File: src/rtl/sertx_pkg.sv
package sertx_pkg;

  localparam int MIN_BITS = 5;

  typedef enum logic [1:0] {
    PAR_NONE     = 2'd0,
    PAR_EVEN     = 2'd1,
    PAR_ODD      = 2'd2,
    PAR_NONE_ALT = 2'd3
  } par_mode_e;

  typedef struct packed {
    logic [2:0] size_code;
    par_mode_e  par;
    logic       two_stop;
    logic [1:0] rate;
  } fmt_t;

  function automatic logic par_present(par_mode_e m);
    return (m == PAR_EVEN) || (m == PAR_ODD);
  endfunction

endpackage

File: src/rtl/sertx_holdbuf.sv
module sertx_holdbuf #(
  parameter int DATA_W = 9
) (
  input  logic              clk,
  input  logic              rst_n,
  input  logic              flush,
  input  logic              in_valid,
  output logic              in_ready,
  input  logic [DATA_W-1:0] in_data,
  input  logic              take,
  output logic              full,
  output logic [DATA_W-1:0] q
);

  logic              full_q;
  logic [DATA_W-1:0] data_q;

  assign in_ready = !flush && !full_q;
  assign full     = full_q;
  assign q        = data_q;

  always_ff @(posedge clk) begin
    if (!rst_n) begin
      full_q <= 1'b0;
      data_q <= '0;
    end else if (flush) begin
      full_q <= 1'b0;
    end else if (in_valid && in_ready) begin
      full_q <= 1'b1;
      data_q <= in_data;
    end else if (take) begin
      full_q <= 1'b0;
    end
  end

  // the shifter only pulls a character that is really there
  p_take_when_full_r5: assert property (@(posedge clk) disable iff (!rst_n)
    take |-> full_q);

  // a waiting character is neither lost nor overwritten
  p_hold_stable_r5: assert property (@(posedge clk) disable iff (!rst_n)
    (full_q && !take && !flush) |=> (full_q && $stable(data_q)));

endmodule

File: src/rtl/sertx_bitclk.sv
module sertx_bitclk #(
  parameter int CNT_W = 4
) (
  input  logic             clk,
  input  logic             rst_n,
  input  logic             run,
  input  logic             tick,
  input  logic [CNT_W-1:0] last_idx,
  output logic             bit_end
);

  logic [CNT_W-1:0] cnt_q;

  assign bit_end = run && tick && (cnt_q == last_idx);

  always_ff @(posedge clk) begin
    if (!rst_n || !run) begin
      cnt_q <= '0;
    end else if (tick) begin
      cnt_q <= (cnt_q == last_idx) ? '0 : cnt_q + 1'b1;
    end
  end

  // the sub-bit counter never runs past the selected divisor
  p_cnt_bound_r4: assert property (@(posedge clk) disable iff (!rst_n)
    run |-> (cnt_q <= last_idx));

endmodule

File: src/rtl/sertx_framer.sv
module sertx_framer
  import sertx_pkg::*;
#(
  parameter int DATA_W  = 9,
  parameter int FRAME_W = DATA_W + 4,
  parameter int LEN_W   = $clog2(FRAME_W + 1)
) (
  input  logic [DATA_W-1:0]  data,
  input  logic [2:0]         size_code,
  input  par_mode_e          par,
  input  logic               two_stop,
  output logic [FRAME_W-1:0] frame,
  output logic [LEN_W-1:0]   len
);

  localparam int CODE_MAX = DATA_W - MIN_BITS;

  logic [LEN_W-1:0]  ndata;
  logic [DATA_W-1:0] masked;
  logic              has_par;
  logic              par_bit;

  always_comb begin
    if (int'(size_code) > CODE_MAX) ndata = LEN_W'(DATA_W);
    else                            ndata = LEN_W'(int'(size_code) + MIN_BITS);
  end

  genvar g;
  generate
    for (g = 0; g < DATA_W; g++) begin : g_mask
      assign masked[g] = data[g] & (ndata > LEN_W'(g));
    end
  endgenerate

  assign has_par = par_present(par);
  assign par_bit = (^masked) ^ (par == PAR_ODD);

  always_comb begin
    frame    = '1;
    frame[0] = 1'b0;
    for (int i = 0; i < DATA_W; i++) begin
      if (LEN_W'(i) < ndata) frame[i+1] = data[i];
    end
    if (has_par) frame[ndata + LEN_W'(1)] = par_bit;
    len = ndata + LEN_W'(has_par) + LEN_W'(two_stop) + LEN_W'(2);
  end

endmodule

File: src/rtl/sertx_top.sv
module sertx_top
  import sertx_pkg::*;
#(
  parameter int DATA_W   = 9,
  parameter int DIV_SLOW = 16,
  parameter int DIV_MID  = 8,
  parameter int DIV_FAST = 2
) (
  input  logic              clk,
  input  logic              rst_n,
  input  logic              bit_tick,
  input  logic              tx_en,
  input  logic              line_passthru,
  input  logic [2:0]        size_sel,
  input  logic [1:0]        par_sel,
  input  logic              two_stop,
  input  logic [1:0]        div_sel,
  input  logic              in_valid,
  output logic              in_ready,
  input  logic [DATA_W-1:0] in_data,
  input  logic              done_clr,
  output logic              txd,
  output logic              buf_empty,
  output logic              tx_done
);

  localparam int FRAME_W = DATA_W + 4;
  localparam int LEN_W   = $clog2(FRAME_W + 1);
  localparam int CNT_W   = $clog2(DIV_SLOW);

  fmt_t               fmt_q;
  logic               buf_full;
  logic [DATA_W-1:0]  buf_data;
  logic               busy;
  logic [FRAME_W-1:0] shreg;
  logic [LEN_W-1:0]   left;
  logic [FRAME_W-1:0] frame;
  logic [LEN_W-1:0]   frame_len;
  logic [CNT_W-1:0]   last_idx;
  logic               bit_end;
  logic               last_bit;
  logic               load;
  logic               done_set;
  logic               done_q;

  // Format register: follows the inputs only while fully idle
  always_ff @(posedge clk) begin
    if (!rst_n) begin
      fmt_q <= '{size_code: 3'd3, par: PAR_NONE, two_stop: 1'b0, rate: 2'b00};
    end else if (!busy && !buf_full) begin
      fmt_q <= '{size_code: size_sel, par: par_mode_e'(par_sel),
                 two_stop: two_stop, rate: div_sel};
    end
  end

  always_comb begin
    case (fmt_q.rate)
      2'b00:   last_idx = CNT_W'(DIV_SLOW - 1);
      2'b01:   last_idx = CNT_W'(DIV_MID - 1);
      default: last_idx = CNT_W'(DIV_FAST - 1);
    endcase
  end

  sertx_holdbuf #(.DATA_W(DATA_W)) u_buf (
    .clk      (clk),
    .rst_n    (rst_n),
    .flush    (!tx_en),
    .in_valid (in_valid),
    .in_ready (in_ready),
    .in_data  (in_data),
    .take     (load),
    .full     (buf_full),
    .q        (buf_data)
  );

  sertx_framer #(.DATA_W(DATA_W), .FRAME_W(FRAME_W), .LEN_W(LEN_W)) u_framer (
    .data      (buf_data),
    .size_code (fmt_q.size_code),
    .par       (fmt_q.par),
    .two_stop  (fmt_q.two_stop),
    .frame     (frame),
    .len       (frame_len)
  );

  sertx_bitclk #(.CNT_W(CNT_W)) u_bitclk (
    .clk      (clk),
    .rst_n    (rst_n),
    .run      (busy && tx_en),
    .tick     (bit_tick),
    .last_idx (last_idx),
    .bit_end  (bit_end)
  );

  assign last_bit = busy && (left == LEN_W'(1));
  assign load     = tx_en && buf_full && (!busy || (bit_end && last_bit));
  assign done_set = tx_en && bit_end && last_bit && !buf_full;

  // Frame shift register
  always_ff @(posedge clk) begin
    if (!rst_n) begin
      busy  <= 1'b0;
      shreg <= '1;
      left  <= '0;
    end else if (!tx_en) begin
      busy  <= 1'b0;
      left  <= '0;
    end else if (load) begin
      busy  <= 1'b1;
      shreg <= frame;
      left  <= frame_len;
    end else if (bit_end) begin
      shreg <= {1'b1, shreg[FRAME_W-1:1]};
      left  <= left - LEN_W'(1);
      if (last_bit) busy <= 1'b0;
    end
  end

  always_ff @(posedge clk) begin
    if (!rst_n) done_q <= 1'b0;
    else        done_q <= done_set | (done_q & !done_clr);
  end

  assign txd       = tx_en ? (busy ? shreg[0] : 1'b1) : line_passthru;
  assign buf_empty = !buf_full;
  assign tx_done   = done_q;

  // the first bit after a load is the low start bit
  p_start_low_r1: assert property (@(posedge clk) disable iff (!rst_n)
    load |=> (!tx_en || !txd));

  // the format cannot move while a frame is on the line
  p_fmt_frozen_r8: assert property (@(posedge clk) disable iff (!rst_n)
    busy |=> $stable(fmt_q));

  // completion is only reported once the shifter has stopped
  p_done_idle_r7: assert property (@(posedge clk) disable iff (!rst_n)
    $rose(tx_done) |-> !busy);

  // an active frame always has bits left to send
  p_left_nonzero_r3: assert property (@(posedge clk) disable iff (!rst_n)
    busy |-> (left != '0 && left <= LEN_W'(FRAME_W)));

endmodule

File: config.mk
export PLATFORM = sky130hd
export DESIGN_NAME = sertx_top
export DESIGN_NICKNAME = d
export VERILOG_FILES = /design/src/rtl/sertx_pkg.sv /design/src/rtl/sertx_holdbuf.sv /design/src/rtl/sertx_bitclk.sv /design/src/rtl/sertx_framer.sv /design/src/rtl/sertx_top.sv
export SDC_FILE = /design/constraint.sdc
export NUM_CORES = 1
export LEC_CHECK = 0
export ABC_AREA = 1
export CORE_MARGIN = 2
export CORE_UTILIZATION = 45
export CTS_CLUSTER_SIZE = 24
export DETAILED_ROUTE_END_ITERATION = 7
export PLACE_DENSITY = 0.65
export SYNTH_ARGS = -nofsm -noshare
export SYNTH_HDL_FRONTEND = slang
export SYNTH_SLANG_ARGS = --single-unit
File: constraint.sdc
create_clock -name clk -period 3.8 [get_ports clk]
set_input_delay 0.76 -clock clk [delete_from_list [all_inputs] [get_ports clk]]
set_output_delay 0.76 -clock clk [all_outputs]
set_load 0.01 [all_outputs]
==> results of run 1 <==
cell families after synthesis:
| group | after synthesis |
|---|---|
| flops | 41 |
| fa+ha+maj | 8 |
| compound gates | 74 |
| xor+xnor | 7 |
| simple gates | 167 |
| buf+inv | 64 |
tightest hold or removal path, delay by kind of cell, from the launching register on:
kind,cells,cell delay [ns]
flip-flops,1,0.31
AND/OR/NAND/NOR,1,0.07
buffers and inverters,1,0.04
layer usage:
| metal | up-vias | GRT usage (%) |
|---|---|---|
| li1 | 1218 | - |
| met1 | 1050 | 28.5 |
| met4 | 0 | 5.36 |
| met3 | 5 | 3.84 |
| met2 | 43 | 30.7 |
| met5 | - | 0 |
sequential cells by signal, indices dropped and copies added (netlist names):
signal,count
u_bitclk.cnt_q,4
fmt_q,8
tx_done,1
u_buf.q,9
left,4
shreg,13
u_buf.full,1
busy,1
metrics by stage:
stage                     instances  hold slack, ns  setup WS, ns  instance area, um^2  util (%)
after floorplan                 361           0.412          1.85                 2430         -
after global placement          450           0.422         0.640                 2740      53.0
after detailed placement        450           0.429         0.639                 2740      53.0
after CTS                       458           0.447         0.626                 2830      54.6
after global routing            458           0.480         0.584                 2830      54.6
final                           458           0.446         0.635                 2830      54.6
placed cells by master (no fill, tap or decap), drive strengths merged, types with 2 or more instances in the layout:
cell type,count
a21oi,34
a31oi,4
clkbuf,5
clkdlybuf4s50,27
clkinv,2
dfxtp,41
ha,7
inv,55
nand2,86
nand3,35
nand4,3
nor2,36
nor3,4
o211ai,4
o21ai,30
or2,2
xnor2,2
xor2,5
where the power goes:
group	leakage [uW]	total, uW	switching [uW]	internal [uW]
registers	0.000335	459	13.2	446
logic	0.000850	212	130	82.3
clock network	0.0000439	286	159	127
total	0.00123	958	302	655
worst max-delay path by stage:
stage             start         to  slack [ns]  cells after the start
2_1_floorplan  fmt_q[5]  shreg[11]        1.85                     14
3_3_place_gp      tx_en   in_ready        0.64                      4
3_5_place_dp      tx_en   in_ready        0.64                      4
4_1_cts           tx_en   in_ready        0.63                      4
5_1_grt           tx_en   in_ready        0.58                      4
6_report          tx_en   in_ready        0.64                      4
cell type report:
class                      instances  area share (%)
multi-input combinational        256            47.4
tap                               70            3.10
sequential                        41            29.1
clock buffer                       5            2.44
clock inverter                     3           0.620
timing repair buffer              28            9.83
inverter                          55            7.57
==> flow_metrics.env, run 1 <==
export IMPL_status="finished, final reports clean"
export IMPL_setup_viol=0
export IMPL_ioPinCount=28
export IMPL_syn_area_mm2=0.00243
export IMPL_synth_simple_area_share_pct=30.8
export IMPL_synth_edff_count=0
export IMPL_clockRootBuffer="clkbuf_8"
export IMPL_clock_fmax_mhz=316
export IMPL_p_total_uw=958
export IMPL_final_min_clock_period_ns=3.16
export IMPL_cp_max_fo=7
export IMPL_route_detailed_drc=0
export IMPL_dr_wl_met2_um=2450
export IMPL_p_per_area_mw_per_mm2=339
export IMPL_grt_pass1_vias=2082
export IMPL_reg2reg_to="shreg[10]"
export IMPL_synth_xor_area_share_pct=2.52
export IMPL_synth_mux_area_share_pct=0
export IMPL_path_cells="clkdlybuf4s50_1, inv_1, nor2_1, clkdlybuf4s50_1"
export IMPL_numPortBuffers=27
export IMPL_min_delay_path_depth=2
export IMPL_top_layer_used="met4"
export IMPL_cts_hold_buf=0
export IMPL_drtAntennaViolNets=0
export IMPL_htreeDepth=2
export IMPL_synth_most_common_cell="nand2_1"
export IMPL_drive_gt1_share_pct=9.54
export IMPL_holdPathEnd="shreg[12]"
export IMPL_worst_path_dominant_cell_family="buffers and inverters"
export IMPL_synthAdderAreaFrac_pct=4.43
export IMPL_critPathCaptureType="primary output"
export IMPL_irDropWorstVdd_mv=0.193
export IMPL_post_cts_setup_buffer_count=0
export IMPL_regArea_um2=821
export IMPL_vias=2316
export IMPL_firstDrtPassIters=4
export IMPL_reg2reg_slack_ns=1.49
export IMPL_areaGrowthSynthToFinish_pct=16.2
export IMPL_min_path_type="reg2reg"
export IMPL_clkSinkCount=41
export IMPL_wl_per_cell_um=12.4
export IMPL_tns_ns=0
export IMPL_hold_violations=0
export IMPL_worst_skew_pair_late_latency_ns=0.30
export IMPL_synth_top_area_cell="dfxtp_1"
export IMPL_multi_input_area_mm2=0.00134
export IMPL_cp_required_ns=3.04
export IMPL_initial_utilization_pct=47.0
export IMPL_core_region_area_mm2=0.00517
export IMPL_n_fill_cell=505
export IMPL_first_iter_violations=150
export IMPL_synth_top_family_by_area="simple AND/OR/NAND/NOR gates"
export IMPL_cts_tree="yes"
export IMPL_worstPathBufferInverterCount=3
export IMPL_nets=419
export IMPL_hpwl_um=4210
export IMPL_min_delay_start="shreg[12]"
export IMPL_rsz0062_at_grt="false"
export IMPL_finClkSkew_ns=0.00907
export IMPL_wl_met3_um=238
export IMPL_antenna_cells=0
export IMPL_rows=26
export IMPL_synthesis_nets=393
export IMPL_clk_pin_slew_ns=0.08
export IMPL_grt_first_pass_wirelength_um=9630
export IMPL_synth_warnings=0
export IMPL_die_x_um=77.5
export IMPL_netlist_instances=361
export IMPL_maxSlewViolCount=0
export IMPL_grt_use_total_pct=19.9
export IMPL_grt_max_degree=25
export IMPL_die_area_mm2=0.00601
export IMPL_slew_headroom_pct=65.8
export IMPL_critPathMaxStageDelay_ns=0.63
export IMPL_crit_top_cell="clkdlybuf4s50_1"
export IMPL_synthArstFlopShare_pct=0
export IMPL_drt_wl_total_um=5670
export IMPL_critPathLaunchType="input pin"
export IMPL_ys_ff_latch=41
export IMPL_synth_compound_area_share_pct=17.3
export IMPL_worstSetupPathType="in2out"
export IMPL_cts_made_buffers=5
export IMPL_ctsResizeCount=0
export IMPL_max_cap_violations=0
export IMPL_synth_cell_type_count=33
export IMPL_ys_seq_area_share_pct=33.8
export IMPL_vias_per_cell=5.06
export IMPL_gp_congestion=0.897
export IMPL_antenna_found_initial=0
export IMPL_clock_path_buffers=2
export IMPL_regToRegStartpoint="fmt_q[5]"
export IMPL_dieHeight_um=77.5
export IMPL_slowest_stage="clkdlybuf4s50_1"
export IMPL_wl_met1_um=2920
export IMPL_gr_total_overflow=0
export IMPL_tightest_slew_ns=0.512
export IMPL_post_route_period_util_pct=83.3
export IMPL_ys_top_cells_by_area="dfxtp_1 (34%), nand2_1 (12%), inv_1 (7.3%)"
export IMPL_worstPathArrival_ns=2.40
export IMPL_avgSynthCellArea_um2=6.73
export IMPL_reg2reg_depth=14
export IMPL_yosys_top_cells_count="nand2_1 (78), inv_1 (47), dfxtp_1 (41)"
export IMPL_ys_flop_type="dfxtp_1"
export IMPL_synth_top_area_share_pct=33.8
export IMPL_leakagePower_uw=0.00123
No activity file was read; power rests on OpenSTA's default activity.
==> run 2: changes to the inputs <==
==> constraint.sdc (replaced) <==
create_clock -name clk -period 3.17 [get_ports clk]
set_input_delay 0.634 -clock clk [delete_from_list [all_inputs] [get_ports clk]]
set_output_delay 0.634 -clock clk [all_outputs]
set_load 0.01 [all_outputs]
==> run 2 against run 1 <==
Worst setup slack got worse by 0.21 ns. Largest power group unchanged. Cell count increased by 0.22%. Largest cell class unchanged. Sequential share of layout area decreased by 0.38 points.
==> flow_metrics.env, run 2 (synthesized netlist as in run 1, its figures left out) <==
export IMPL_crit_start="tx_en"
export IMPL_rsz0062_at_grt="false"
export IMPL_ctsResizeCount=0
export IMPL_finClkSkew_ns=0.00849
export IMPL_antenna_cells=0
export IMPL_gp_congestion=0.911
export IMPL_cp_max_fo=4
export IMPL_critPathCaptureType="primary output"
export IMPL_layout_commonest_cell="nand2_1"
export IMPL_vias_per_cell=5.07
export IMPL_slowest_stage="clkdlybuf4s50_1"
export IMPL_antenna_found_initial=0
export IMPL_clkSinkCount=41
export IMPL_worst_slack_ns=0.426
export IMPL_worstPathArrival_ns=2.11
export IMPL_leakagePower_uw=0.00125
export IMPL_ioPinCount=28
export IMPL_max_cap_violations=0
export IMPL_maxSlewViolCount=0
export IMPL_path_cells="clkdlybuf4s50_1, inv_1, nor2_1, clkdlybuf4s50_1"
export IMPL_nets=420
export IMPL_largest_reg_flops=13
export IMPL_final_cell_mix="nand2_1 (78), inv_1 (47), dfxtp_1 (41)"
export IMPL_dieHeight_um=77.5
export IMPL_initial_utilization_pct=47.0
export IMPL_cts_made_buffers=5
export IMPL_route_detailed_drc=0
export IMPL_tightest_slew_ns=0.516
export IMPL_hold_violations=0
export IMPL_cts_hold_buf=0
export IMPL_top_register="shreg"
export IMPL_grt_first_pass_wirelength_um=9630
export IMPL_drtAntennaViolNets=0
export IMPL_status="finished, final reports clean"
export IMPL_worstSetupPathType="in2out"
export IMPL_regToRegStartpoint="fmt_q[5]"
export IMPL_die_x_um=77.5
export IMPL_clockRootBuffer="clkbuf_8"
export IMPL_slew_headroom_pct=65.5
export IMPL_areaGrowthSynthToFinish_pct=17.8
export IMPL_die_area_mm2=0.00601
export IMPL_first_iter_violations=110
export IMPL_post_route_period_util_pct=86.5
export IMPL_cts_tree="yes"
export IMPL_final_min_clock_period_ns=2.74
export IMPL_critPathLaunchType="input pin"
export IMPL_min_path_type="reg2reg"
export IMPL_hpwl_um=4280
export IMPL_dp_slack_ns=0.421
export IMPL_numPortBuffers=27
export IMPL_grt_pass1_vias=2038
export IMPL_drive_gt1_share_pct=9.51
export IMPL_cp_required_ns=2.54
export IMPL_gr_total_overflow=0
export IMPL_rows=26
export IMPL_htreeDepth=2
export IMPL_clock_path_buffers=2
export IMPL_critPathMaxStageDelay_ns=0.61
export IMPL_core_region_area_mm2=0.00517
export IMPL_vias=2325
export IMPL_wl_per_cell_um=12.2
export IMPL_drt_wl_total_um=5620
export IMPL_irDropWorstVdd_mv=0.337
export IMPL_clock_fmax_mhz=364
export IMPL_min_delay_start="shreg[12]"
export IMPL_post_cts_setup_buffer_count=0
export IMPL_worst_skew_pair_late_latency_ns=0.29
export IMPL_grt_use_total_pct=20.1
export IMPL_crit_top_cell="clkdlybuf4s50_1"
export IMPL_tns_ns=0
export IMPL_grt_max_degree=25
export IMPL_clk_pin_slew_ns=0.08
export IMPL_firstDrtPassIters=4
export IMPL_n_fill_cell=517
export IMPL_setup_viol=0
export IMPL_p_per_area_mw_per_mm2=434
run 2: cell count changes in the layout (fill, tap and decap cells not counted), sizes merged:
cell and delta:
clkinv -2, bufinv +1, buf +1, clkbuf +2, clkinvlp -1
run 2: worst paths after layout:
check / to / slack, ns / cells past startpoint
worst max-delay path: in_ready / 0.43 / 4
worst min-delay path: shreg[12] / 0.45 / 2
worst max register to register: shreg[8] / 0.88 / 14
worst min register to register: shreg[12] / 0.45 / 2
run 2: metrics by stage:
stage | hold slack [ns] | cells | util, % | total power (uW) | area [um^2]
global placement | 0.422 | 451 | 53.1 | 814 | 2750
floorplan | 0.412 | 361 | - | 736 | 2430
CTS | 0.451 | 459 | 55.3 | 1260 | 2860
detailed placement | 0.430 | 451 | 53.1 | 817 | 2750
global route | 0.490 | 459 | 55.3 | 1320 | 2860
finish | 0.447 | 459 | 55.3 | 1240 | 2860
run 2: layer usage:
metal | track usage [%] | part of all wire (%)
met1 | 28.9 | 50
met2 | 30.2 | 44
met3 | 4.77 | 4.9
met4 | 5.36 | 0.78
met5 | 0 | 0
run 2: layout make-up:
cell class | instances | area, um^2 | share of cell area, %
inverter | 55 | 214 | 7.47
clock inverter | 1 | 30.0 | 1.05
multi-input combinational | 256 | 1340 | 46.8
sequential | 41 | 821 | 28.7
tap | 70 | 87.6 | 3.06
clock buffer | 7 | 86.3 | 3.02
timing repair buffer | 29 | 285 | 9.97
run 2: power by group:
group | internal (uW) | total (uW) | switching, uW
Sequential | 535 | 550 | 15.2
Combinational | 99.5 | 255 | 156
Clock | 257 | 437 | 180
Total | 891 | 1240 | 351
run 2: critical path: cells and delay by family:
| kind | cells | cell delay [ns] |
|---|---|---|
| and+or+nand+nor | 1 | 0.29 |
| buffers and inverters | 3 | 1.18 |
